`src/rtl/sdclk_pkg.sv`:
```
`timescale 1ns/1ps
package sdclk_pkg;
   localparam int CTRL_W     = 16;
   localparam int SEL_LSB    = 8;
   localparam int BIT_INT_EN = 0;
   localparam int BIT_STABLE = 1;
   localparam int BIT_SD_EN  = 2;
endpackage

```
`src/rtl/sdclk_stable_timer.sv`:
```
`timescale 1ns/1ps
module sdclk_stable_timer #(
   parameter int STABLE_CYC = 16
) (
   input  logic clk,
   input  logic rst_n,
   input  logic int_en,
   output logic stable
);
   localparam int CW = $clog2(STABLE_CYC + 1);

   if (STABLE_CYC < 1) begin : g_bad_cyc
      $error("STABLE_CYC must be at least 1");
   end

   logic [CW-1:0] cnt;
   logic          st_q;

   always_ff @(posedge clk or negedge rst_n) begin
      if (!rst_n) begin
         cnt  <= '0;
         st_q <= 1'b0;
      end else if (!int_en) begin
         cnt  <= '0;
         st_q <= 1'b0;
      end else if (!st_q) begin
         if (cnt == CW'(STABLE_CYC - 1)) st_q <= 1'b1;
         else                            cnt  <= cnt + CW'(1);
      end
   end

   assign stable = st_q & int_en;

   // independent age counter used only by the check below
   logic [CW-1:0] age;
   always_ff @(posedge clk or negedge rst_n) begin
      if (!rst_n)                         age <= '0;
      else if (!int_en)                   age <= '0;
      else if (age != CW'(STABLE_CYC))    age <= age + CW'(1);
   end

   p_stable_delay_r2: assert property (@(posedge clk) disable iff (!rst_n)
      $rose(stable) |-> age == CW'(STABLE_CYC));
   p_fresh_enable_r2: assert property (@(posedge clk) disable iff (!rst_n)
      $rose(int_en) |-> !st_q);
endmodule

```
`src/rtl/sdclk_divider.sv`:
```
`timescale 1ns/1ps
module sdclk_divider #(
   parameter int SEL_W     = 8,
   parameter bit PASS_THRU = 1'b1
) (
   input  logic             clk,
   input  logic             rst_n,
   input  logic             gate_on,
   input  logic [SEL_W-1:0] sel,
   output logic             card_clk
);
   logic [SEL_W-1:0] act_sel;
   logic [SEL_W-1:0] cnt;
   logic             div_q;
   logic [SEL_W-1:0] eff_sel;

   assign eff_sel = (!PASS_THRU && sel == '0) ? SEL_W'(1) : sel;

   always_ff @(posedge clk or negedge rst_n) begin
      if (!rst_n) begin
         act_sel <= '0;
         cnt     <= '0;
         div_q   <= 1'b0;
      end else if (!gate_on || act_sel == '0) begin
         div_q   <= 1'b0;
         cnt     <= '0;
         act_sel <= eff_sel;
      end else if (cnt == act_sel - SEL_W'(1)) begin
         cnt <= '0;
         if (div_q) begin
            div_q <= 1'b0;
         end else begin
            act_sel <= eff_sel;
            div_q   <= (eff_sel != '0);
         end
      end else begin
         cnt <= cnt + SEL_W'(1);
      end
   end

   if (PASS_THRU) begin : g_pass
      logic pass_lo;
      always_ff @(negedge clk or negedge rst_n) begin
         if (!rst_n) pass_lo <= 1'b0;
         else        pass_lo <= gate_on && (act_sel == '0);
      end
      assign card_clk = pass_lo ? clk : div_q;
   end else begin : g_div_only
      assign card_clk = div_q;
   end

   p_sel_at_low_r7: assert property (@(posedge clk) disable iff (!rst_n)
      (!$stable(act_sel) && $past(gate_on)) |-> !$past(div_q));
   p_off_is_low_r10: assert property (@(posedge clk) disable iff (!rst_n)
      !gate_on |=> !div_q);
endmodule

```
`src/rtl/sdclk_reset_seq.sv`:
```
`timescale 1ns/1ps
module sdclk_reset_seq #(
   parameter int RST_CYC = 8
) (
   input  logic clk,
   input  logic rst_n,
   input  logic req,
   output logic busy
);
   localparam int RW = $clog2(RST_CYC + 1);

   if (RST_CYC < 1) begin : g_bad_rst
      $error("RST_CYC must be at least 1");
   end

   logic [RW-1:0] rcnt;

   always_ff @(posedge clk or negedge rst_n) begin
      if (!rst_n) begin
         busy <= 1'b0;
         rcnt <= '0;
      end else if (req) begin
         busy <= 1'b1;
         rcnt <= '0;
      end else if (busy) begin
         if (rcnt == RW'(RST_CYC - 1)) busy <= 1'b0;
         else                          rcnt <= rcnt + RW'(1);
      end
   end

   p_req_sets_busy_r8: assert property (@(posedge clk) disable iff (!rst_n)
      req |=> busy);
   p_busy_from_req_r8: assert property (@(posedge clk) disable iff (!rst_n)
      $rose(busy) |-> $past(req));
endmodule

```
`src/rtl/sd_card_clkgen.sv`:
```
`timescale 1ns/1ps
module sd_card_clkgen #(
   parameter int SEL_W      = 8,
   parameter int STABLE_CYC = 16,
   parameter int RST_CYC    = 8,
   parameter bit PASS_THRU  = 1'b1
) (
   input  logic                       clk,
   input  logic                       rst_n,
   input  logic                       ctl_wr,
   input  logic [sdclk_pkg::CTRL_W-1:0] ctl_wdata,
   output logic [sdclk_pkg::CTRL_W-1:0] ctl_rdata,
   input  logic                       swreset_req,
   output logic                       swreset_busy,
   output logic                       card_clk
);
   import sdclk_pkg::*;

   if (SEL_W < 1 || SEL_W > CTRL_W - SEL_LSB) begin : g_bad_sel
      $error("SEL_W must fit in the upper byte");
   end

   localparam logic [CTRL_W-1:0] USED_MASK =
      (CTRL_W'((1 << SEL_W) - 1) << SEL_LSB) |
      CTRL_W'(1 << BIT_SD_EN) | CTRL_W'(1 << BIT_INT_EN);

   logic [SEL_W-1:0] sel_r;
   logic             sd_en_r;
   logic             int_en_r;
   logic             stable;
   logic             gate_on;
   logic             unused_wbits;

   assign unused_wbits = ^(ctl_wdata & ~USED_MASK);

   always_ff @(posedge clk or negedge rst_n) begin
      if (!rst_n) begin
         sel_r    <= '0;
         sd_en_r  <= 1'b0;
         int_en_r <= 1'b0;
      end else if (swreset_req || swreset_busy) begin
         sel_r    <= '0;
         sd_en_r  <= 1'b0;
         int_en_r <= 1'b0;
      end else if (ctl_wr) begin
         sel_r    <= ctl_wdata[SEL_LSB +: SEL_W];
         sd_en_r  <= ctl_wdata[BIT_SD_EN];
         int_en_r <= ctl_wdata[BIT_INT_EN];
      end
   end

   sdclk_stable_timer #(.STABLE_CYC(STABLE_CYC)) u_timer (
      .clk(clk), .rst_n(rst_n), .int_en(int_en_r), .stable(stable));

   sdclk_reset_seq #(.RST_CYC(RST_CYC)) u_rst (
      .clk(clk), .rst_n(rst_n), .req(swreset_req), .busy(swreset_busy));

   assign gate_on = int_en_r & sd_en_r & stable;

   sdclk_divider #(.SEL_W(SEL_W), .PASS_THRU(PASS_THRU)) u_div (
      .clk(clk), .rst_n(rst_n), .gate_on(gate_on), .sel(sel_r),
      .card_clk(card_clk));

   always_comb begin
      ctl_rdata                     = '0;
      ctl_rdata[SEL_LSB +: SEL_W]   = sel_r;
      ctl_rdata[BIT_SD_EN]          = sd_en_r;
      ctl_rdata[BIT_STABLE]         = stable;
      ctl_rdata[BIT_INT_EN]         = int_en_r;
   end

   p_busy_clears_r8: assert property (@(posedge clk) disable iff (!rst_n)
      swreset_busy |-> ctl_rdata == '0);
   p_collide_r9: assert property (@(posedge clk) disable iff (!rst_n)
      (swreset_req && ctl_wr) |=> ctl_rdata == '0);
   p_stable_needs_en_r3: assert property (@(posedge clk) disable iff (!rst_n)
      !ctl_rdata[BIT_INT_EN] |-> !ctl_rdata[BIT_STABLE]);
endmodule

```
`config.mk`:
```
export PLATFORM = sky130hd
export DESIGN_NAME = sd_card_clkgen
export DESIGN_NICKNAME = d
export VERILOG_FILES = /design/src/rtl/sdclk_pkg.sv /design/src/rtl/sdclk_stable_timer.sv /design/src/rtl/sdclk_divider.sv /design/src/rtl/sdclk_reset_seq.sv /design/src/rtl/sd_card_clkgen.sv
export SDC_FILE = /design/constraint.sdc
export NUM_CORES = 1
export LEC_CHECK = 0
export ABC_AREA = 1
export BUFFER_PORTS_ARGS = -buffer_cell sky130_fd_sc_hd__clkbuf_2
export CAP_MARGIN = 20
export CORE_MARGIN = 5
export CORE_UTILIZATION = 60
export DETAILED_ROUTE_END_ITERATION = 12
export GPL_TIMING_DRIVEN = 0
export MAX_ROUTING_LAYER = met4
export PLACE_DENSITY = 0.84
export SLEW_MARGIN = 20
export SYNTH_ARGS = -nofsm -noshare
export SYNTH_HDL_FRONTEND = slang
export SYNTH_HIERARCHICAL = 1
export SYNTH_SLANG_ARGS = --single-unit
```
`constraint.sdc`:
```
create_clock -name clk -period 5.2 [get_ports clk]
set_input_delay 1.3 -clock clk [delete_from_list [all_inputs] [get_ports clk]]
set_output_delay 1.3 -clock clk [all_outputs]
set_load 0.03 [all_outputs]
```
==> impl_metrics.yaml, run 1 <==
status:
  outcome: "finished clean"
grt:
  overflow: 0
  grt_use_total: 0.220
  antenna_found_initial: 0
  use_met2: 0.328
  grt_pass1_vias: 2036
  top_usage_layer: "met2"
  grt_pass1_wl_mm: 8.57
  use_met3: 0.0603
  grt_max_degree: 40
  use_met1: 0.264
timing:
  relSlewSlack: 0.426
  rsz0062_at_grt: "false"
  finalClockSkew_ns: 0.0227
  setup_viol: 0
  worst_slew_pin_slew_ns: 0.861
  fin_tns_setup_ns: 0
  slew_violations: 0
  hold_violations: 0
finish:
  syn_to_final_growth_pct: 15.3
  diodes: 0
  nFillCells: 298
  regArea_sq_um: 976
  finalInstanceArea_sq_mm: 0.00261
  finish.utilization: 0.714
  drive_gt1_frac: 0.197
  multiInputGateArea_sq_mm: 0.00106
  layout.nets: 371
floorplanning:
  boundaryPins: 38
  die_y_um: 71.5
  die-area_sq_mm: 0.00511
  die_w_um: 71.5
  start_util: 0.619
  core_area_sq_mm: 0.00366
  rows: 22
pwr:
  ir_worst_vdd_v: 0.000182
  power.leakage_nw: 1.44
  power_density_mw_per_mm2: 238
route:
  firstDrtPassIters: 4
  drc: 0
  dr.first_iter.drc_count: 134
  wl_per_cell_um: 12.0
  vias: 2045
  routed_wl_mm: 4.73
  antenna_left: 0
  vias_per_cell: 5.19
worst_setup_path:
  path_cells: "o21ai_0 -> clkbuf_2"
  cp_slowest_stage_delay_ns: 0.33
  crit_type: "register to output pin"
  end_kind: "output pin"
  r2r_start: "u_div/act_sel[0]$_DFFE_PN0P_"
  cp_slowest_cell: "dfrtn_1"
  critPathMaxFanout: 2
  start_kind: "register"
  cp-startpoint: "u_div/g_pass.pass_lo$_DFF_NN0_"
  cp_top_family: "flip-flops"
  arrival_ns: 3.80
  worstPathRequired_ns: 3.90
  path_buf_inv: 1
cts:
  cts_setup_buffers: 0
  hold_buffers: 0
  cts_tree: "yes"
  cts_resized: 0
  clock_latency_ns: 0.41
  clk_pin_slew_ns: 0.07
flow_run:
  drv_cap: 0
synth:
  ys_seq_area_frac: 0.430
  syn_inst: 305
  netlist_area_sq_mm: 0.00227
  ys_ff_latch: 39
  yosysUniqueCellTypes: 30
  yosys_warnings: 6
  syn_area_per_cell_sq_um: 7.43
place:
  io_buffers: 26
  place_congestion: 0.860
  hpwl_mm: 3.51
  placed_area_sq_mm: 0.00247
min_path:
  worstHoldStart: "u_div/cnt[0]$_DFF_PN0_"
  min_path_type: "register to register"
-- per-stage QoR --
stage	worst slack [ns]	total power, mW	hold slack [ns]	std cells
floorplan	0.279	0.334	0.466	309
global placement	0.561	0.348	0.498	383
detailed placement	0.551	0.349	0.497	383
CTS	0.0619	0.629	0.505	394
global route	0.0278	0.650	0.528	394
finish	0.103	0.622	0.505	394
-- synth_stat cells --
library cell  number  area (sq um)
buf_2              1          5.00
nand3_1           33           165
nand2_1           82           308
dfrtn_1            1          25.0
nor2_2            10          62.6
conb_1             1          3.75
o21ai_1            4          20.0
nand2_4            1          11.3
nor4_1             3          18.8
inv_1             39           146
xor2_1             5          43.8
nand3b_1           1          7.51
o21ai_0            4          20.0
a21oi_2            1          8.76
nand4_1            3          18.8
buf_6              2          22.5
nor2_1            41           154
buf_4              9          67.6
inv_2              2          7.51
nor3_1             3          15.0
a211oi_1           1          7.51
ha_1               6          75.1
and3_1             1          6.26
a21oi_1            5          25.0
nor2_4             2          22.5
nand3_2            1          10.0
xnor2_1            2          17.5
o21ai_2            1          8.76
nand2_2            2          12.5
dfrtp_1           38           951
-- path summary, 6_finish.rpt --
path	slack, ns	depth (start not counted)	to
min in group asynchronous	1.02	1	u_div/cnt[3]$_DFF_PN0_
hold / removal	0.51	1	u_div/cnt[0]$_DFF_PN0_
max in group asynchronous	1.16	1	u_div/g_pass.pass_lo$_DFF_NN0_
setup reg to reg	1.29	6	u_div/g_pass.pass_lo$_DFF_NN0_
hold reg to reg	0.51	1	u_div/cnt[0]$_DFF_PN0_
setup / recovery	0.10	2	card_clk
-- kinds of logic after synthesis --
group           count (synthesis)  share of synthesized area
other cells                     1                    0.00165
xor+xnor                        7                     0.0270
flops                          39                      0.430
fa+ha+maj                       6                     0.0331
buf+inv                        53                      0.110
simple gates                  183                      0.358
compound gates                 16                     0.0397
-- layout make-up --
cell class	instances	share of cell area
repair buffers	25	0.0479
clock buffers	12	0.0560
multi-input cells	217	0.404
well taps	48	0.0230
inverters	41	0.0589
flip-flops and latches	39	0.373
plain buffers	12	0.0364
-- routing by layer --
layer	wire, um	up-vias
met5	0	-
met4	159	0
met3	293	24
met2	2170	67
met1	2110	931
li1	-	1023
-- cells in the final DEF, fill, tap and decap left out --
cell and count:
a211oi_1 1, a21oi_1 5, a21oi_2 1, and3_1 1, buf_2 2, buf_4 9
buf_6 2, clkbuf_1 1, clkbuf_2 25, clkbuf_8 10, conb_1 5, dfrtn_1 1
dfrtp_1 38, ha_1 6, inv_1 39, inv_2 2, nand2_1 82, nand2_2 2
nand2_4 1, nand3_1 33, nand3_2 1, nand3b_1 1, nand4_1 3, nor2_1 41
nor2_2 10, nor2_4 2, nor3_1 3, nor4_1 3, o21ai_0 4, o21ai_1 4
o21ai_2 1, xnor2_1 2, xor2_1 5
-- worst register-to-register path, delay by kind of cell (launching register included) --
family | cells | cell delay, ns
simple gates | 2 | 0.45
flops | 1 | 0.46
buf+inv | 3 | 0.29
fa+ha+maj | 1 | 0.17
-- sequential cells by signal, indices dropped and copies added, names as in the netlist --
signal / cells
sel_r: 8
u_div/act_sel: 8
u_div/cnt: 8
u_timer/cnt: 5
u_rst/rcnt: 4
int_en_r: 1
sd_en_r: 1
u_div/div_q: 1
u_div/g_pass.pass_lo: 1
u_rst/busy: 1
u_timer/st_q: 1
-- where the power goes --
part / leakage [nW] / switching, mW / internal [mW]
Clock: 0.0802 / 0.109 / 0.170
Sequential: 0.537 / 0.00278 / 0.306
Combinational: 0.820 / 0.0224 / 0.0123
No activity file was read; power rests on OpenSTA's default activity.
==> run 2, diff against run 1 <==
--- a/config.mk
+++ b/config.mk
@@ -6,14 +6,14 @@
 export NUM_CORES = 1
 export LEC_CHECK = 0
 export ABC_AREA = 1
-export BUFFER_PORTS_ARGS = -buffer_cell sky130_fd_sc_hd__clkbuf_2
 export CAP_MARGIN = 20
-export CORE_MARGIN = 5
-export CORE_UTILIZATION = 60
+export CORE_MARGIN = 2
+export CORE_UTILIZATION = 65
 export DETAILED_ROUTE_END_ITERATION = 12
+export DONT_BUFFER_PORTS = 1
 export GPL_TIMING_DRIVEN = 0
 export MAX_ROUTING_LAYER = met4
-export PLACE_DENSITY = 0.84
+export PLACE_DENSITY = 0.81
 export SLEW_MARGIN = 20
 export SYNTH_ARGS = -nofsm -noshare
 export SYNTH_HDL_FRONTEND = slang
==> run 2 against run 1 <==
Die area shrank 22%. Critical path type unchanged. Clock-buffer cell count shrank 1. First-iteration DRC count shrank 9.0%. Non-clock buffer count shrank 25. Sequential share of layout area grew 3.1 points. Flip-flop and latch count is the same.
==> impl_metrics.yaml, run 2 (same netlist as run 1, synthesis figures left out) <==
status:
  outcome: "finished clean"
route:
  firstDrtPassIters: 4
  wl_met2_mm: 2.11
  vias_per_cell: 5.10
  antenna_left: 0
  dr.first_iter.drc_count: 122
  top_layer_used: "met4"
  drc: 0
  wl_met1_mm: 1.91
  wl_met3_um: 262
  wl_per_cell_um: 11.8
  routed_wl_mm: 4.33
  vias: 1867
finish:
  reg_top3: "sel_r (8), u_div/act_sel (8), u_div/cnt (8)"
  mostFrequentLayoutCells: "82 x nand2_1, 41 x nor2_1, 39 x inv_1"
  final_common_cell: "nand2_1"
  syn_to_final_growth_pct: 6.51
  layout.nets: 345
  drive_gt1_frac: 0.128
  diodes: 0
  nFillCells: 285
  regArea_sq_um: 976
  multiInputGateArea_sq_mm: 0.00106
min_path:
  min_path_type: "input pin to asynchronous set/reset pin"
worst_setup_path:
  path_buf_inv: 0
  r2r_end: "u_div/g_pass.pass_lo$_DFF_NN0_"
  crit_type: "register to output pin"
  worstPathRequired_ns: 3.90
  start_kind: "register"
  critPathMaxFanout: 2
  end_kind: "output pin"
  cp_slowest_stage_delay_ns: 0.36
  reg2regPathDepth: 6
  cp_top_family: "flip-flops"
  arrival_ns: 3.73
  r2r_start: "u_div/act_sel[0]$_DFFE_PN0P_"
  cp_slowest_cell: "dfrtn_1"
  rrSetupSlack_ns: 1.20
  path_cells: "o21ai_2"
pwr:
  power.leakage_nw: 1.29
  ir_worst_vdd_v: 0.000204
  power_density_mw_per_mm2: 209
  p_total_mw: 0.506
timing:
  fin_tns_setup_ns: 0
  rsz0062_at_grt: "false"
  setup_viol: 0
  finalClockSkew_ns: 0.0166
  slew_violations: 0
  whs_ns: 0.528
  hold_violations: 0
cts:
  cts_setup_buffers: 0
  cts_tree: "yes"
  clk_pin_slew_ns: 0.11
  clock_latency_ns: 0.45
floorplanning:
  die_y_um: 63.1
  die_w_um: 63.1
  start_util: 0.679
  rows: 21
  core_area_sq_mm: 0.00334
  boundaryPins: 38
  die-area_sq_mm: 0.00398
grt:
  grt_use_total: 0.261
  overflow: 0
  grt_pass1_vias: 1862
  antenna_found_initial: 0
  grt_max_degree: 40
  grt_pass1_wl_mm: 7.70
place:
  hpwl_mm: 3.20
  place_congestion: 0.847
  io_buffers: 0
flow_run:
  drv_cap: 0
[run 2: cell types whose count changed in the layout (fill, tap and decap cells not counted), sizes merged]
cell | before | now
buf | 13 | 12
clkbuf | 36 | 11
[run 2: cell type report]
class                           instances  share of cell area
Buffer                                 12              0.0394
Clock buffer                           11              0.0295
Inverter                               41              0.0637
Multi-Input combinational cell        217               0.439
Sequential cell                        39               0.404
Tap cell                               46              0.0238
[run 2: metal layers]
layer / track usage / up-vias
li1: - / 967
met1: 0.301 / 839
met2: 0.414 / 57
met3: 0.0804 / 4
met4: 0.131 / 0
met5: - / -
[run 2: worst max path at each step]
stage | startpoint | end | slack [ns] | depth (start not counted)
after floorplan | u_div/g_pass.pass_lo$_DFF_NN0_ | card_clk | 0.28 | 1
after global placement | u_div/g_pass.pass_lo$_DFF_NN0_ | card_clk | 0.28 | 1
after detailed placement | u_div/g_pass.pass_lo$_DFF_NN0_ | card_clk | 0.28 | 1
after CTS | u_div/g_pass.pass_lo$_DFF_NN0_ | card_clk | 0.001 | 1
after global routing | u_div/g_pass.pass_lo$_DFF_NN0_ | card_clk | 0.09 | 1
final | u_div/g_pass.pass_lo$_DFF_NN0_ | card_clk | 0.17 | 1
[run 2: through the flow]
step	cell area [sq um]	util	instances	setup WS, ns
2_1_floorplan	2280	-	309	0.279
3_3_place_gp	2340	0.701	355	0.278
3_5_place_dp	2340	0.701	355	0.277
4_1_cts	2410	0.723	366	0.00127
5_1_grt	2410	0.724	366	0.0908
6_report	2410	0.724	366	0.167
[run 2: power breakdown]
group | total (mW) | switching (mW) | internal, mW
registers | 0.309 | 0.00331 | 0.306
logic | 0.0229 | 0.0142 | 0.00874
clock network | 0.174 | 0.0948 | 0.0793
total | 0.506 | 0.112 | 0.394
[run 2: repair_timing]
item | CTS | global route
hold buffers | 0 | 0
setup endpoints to repair | 2 | 3
hold endpoints to repair | 0 | 0
resized for setup | 1 | 1
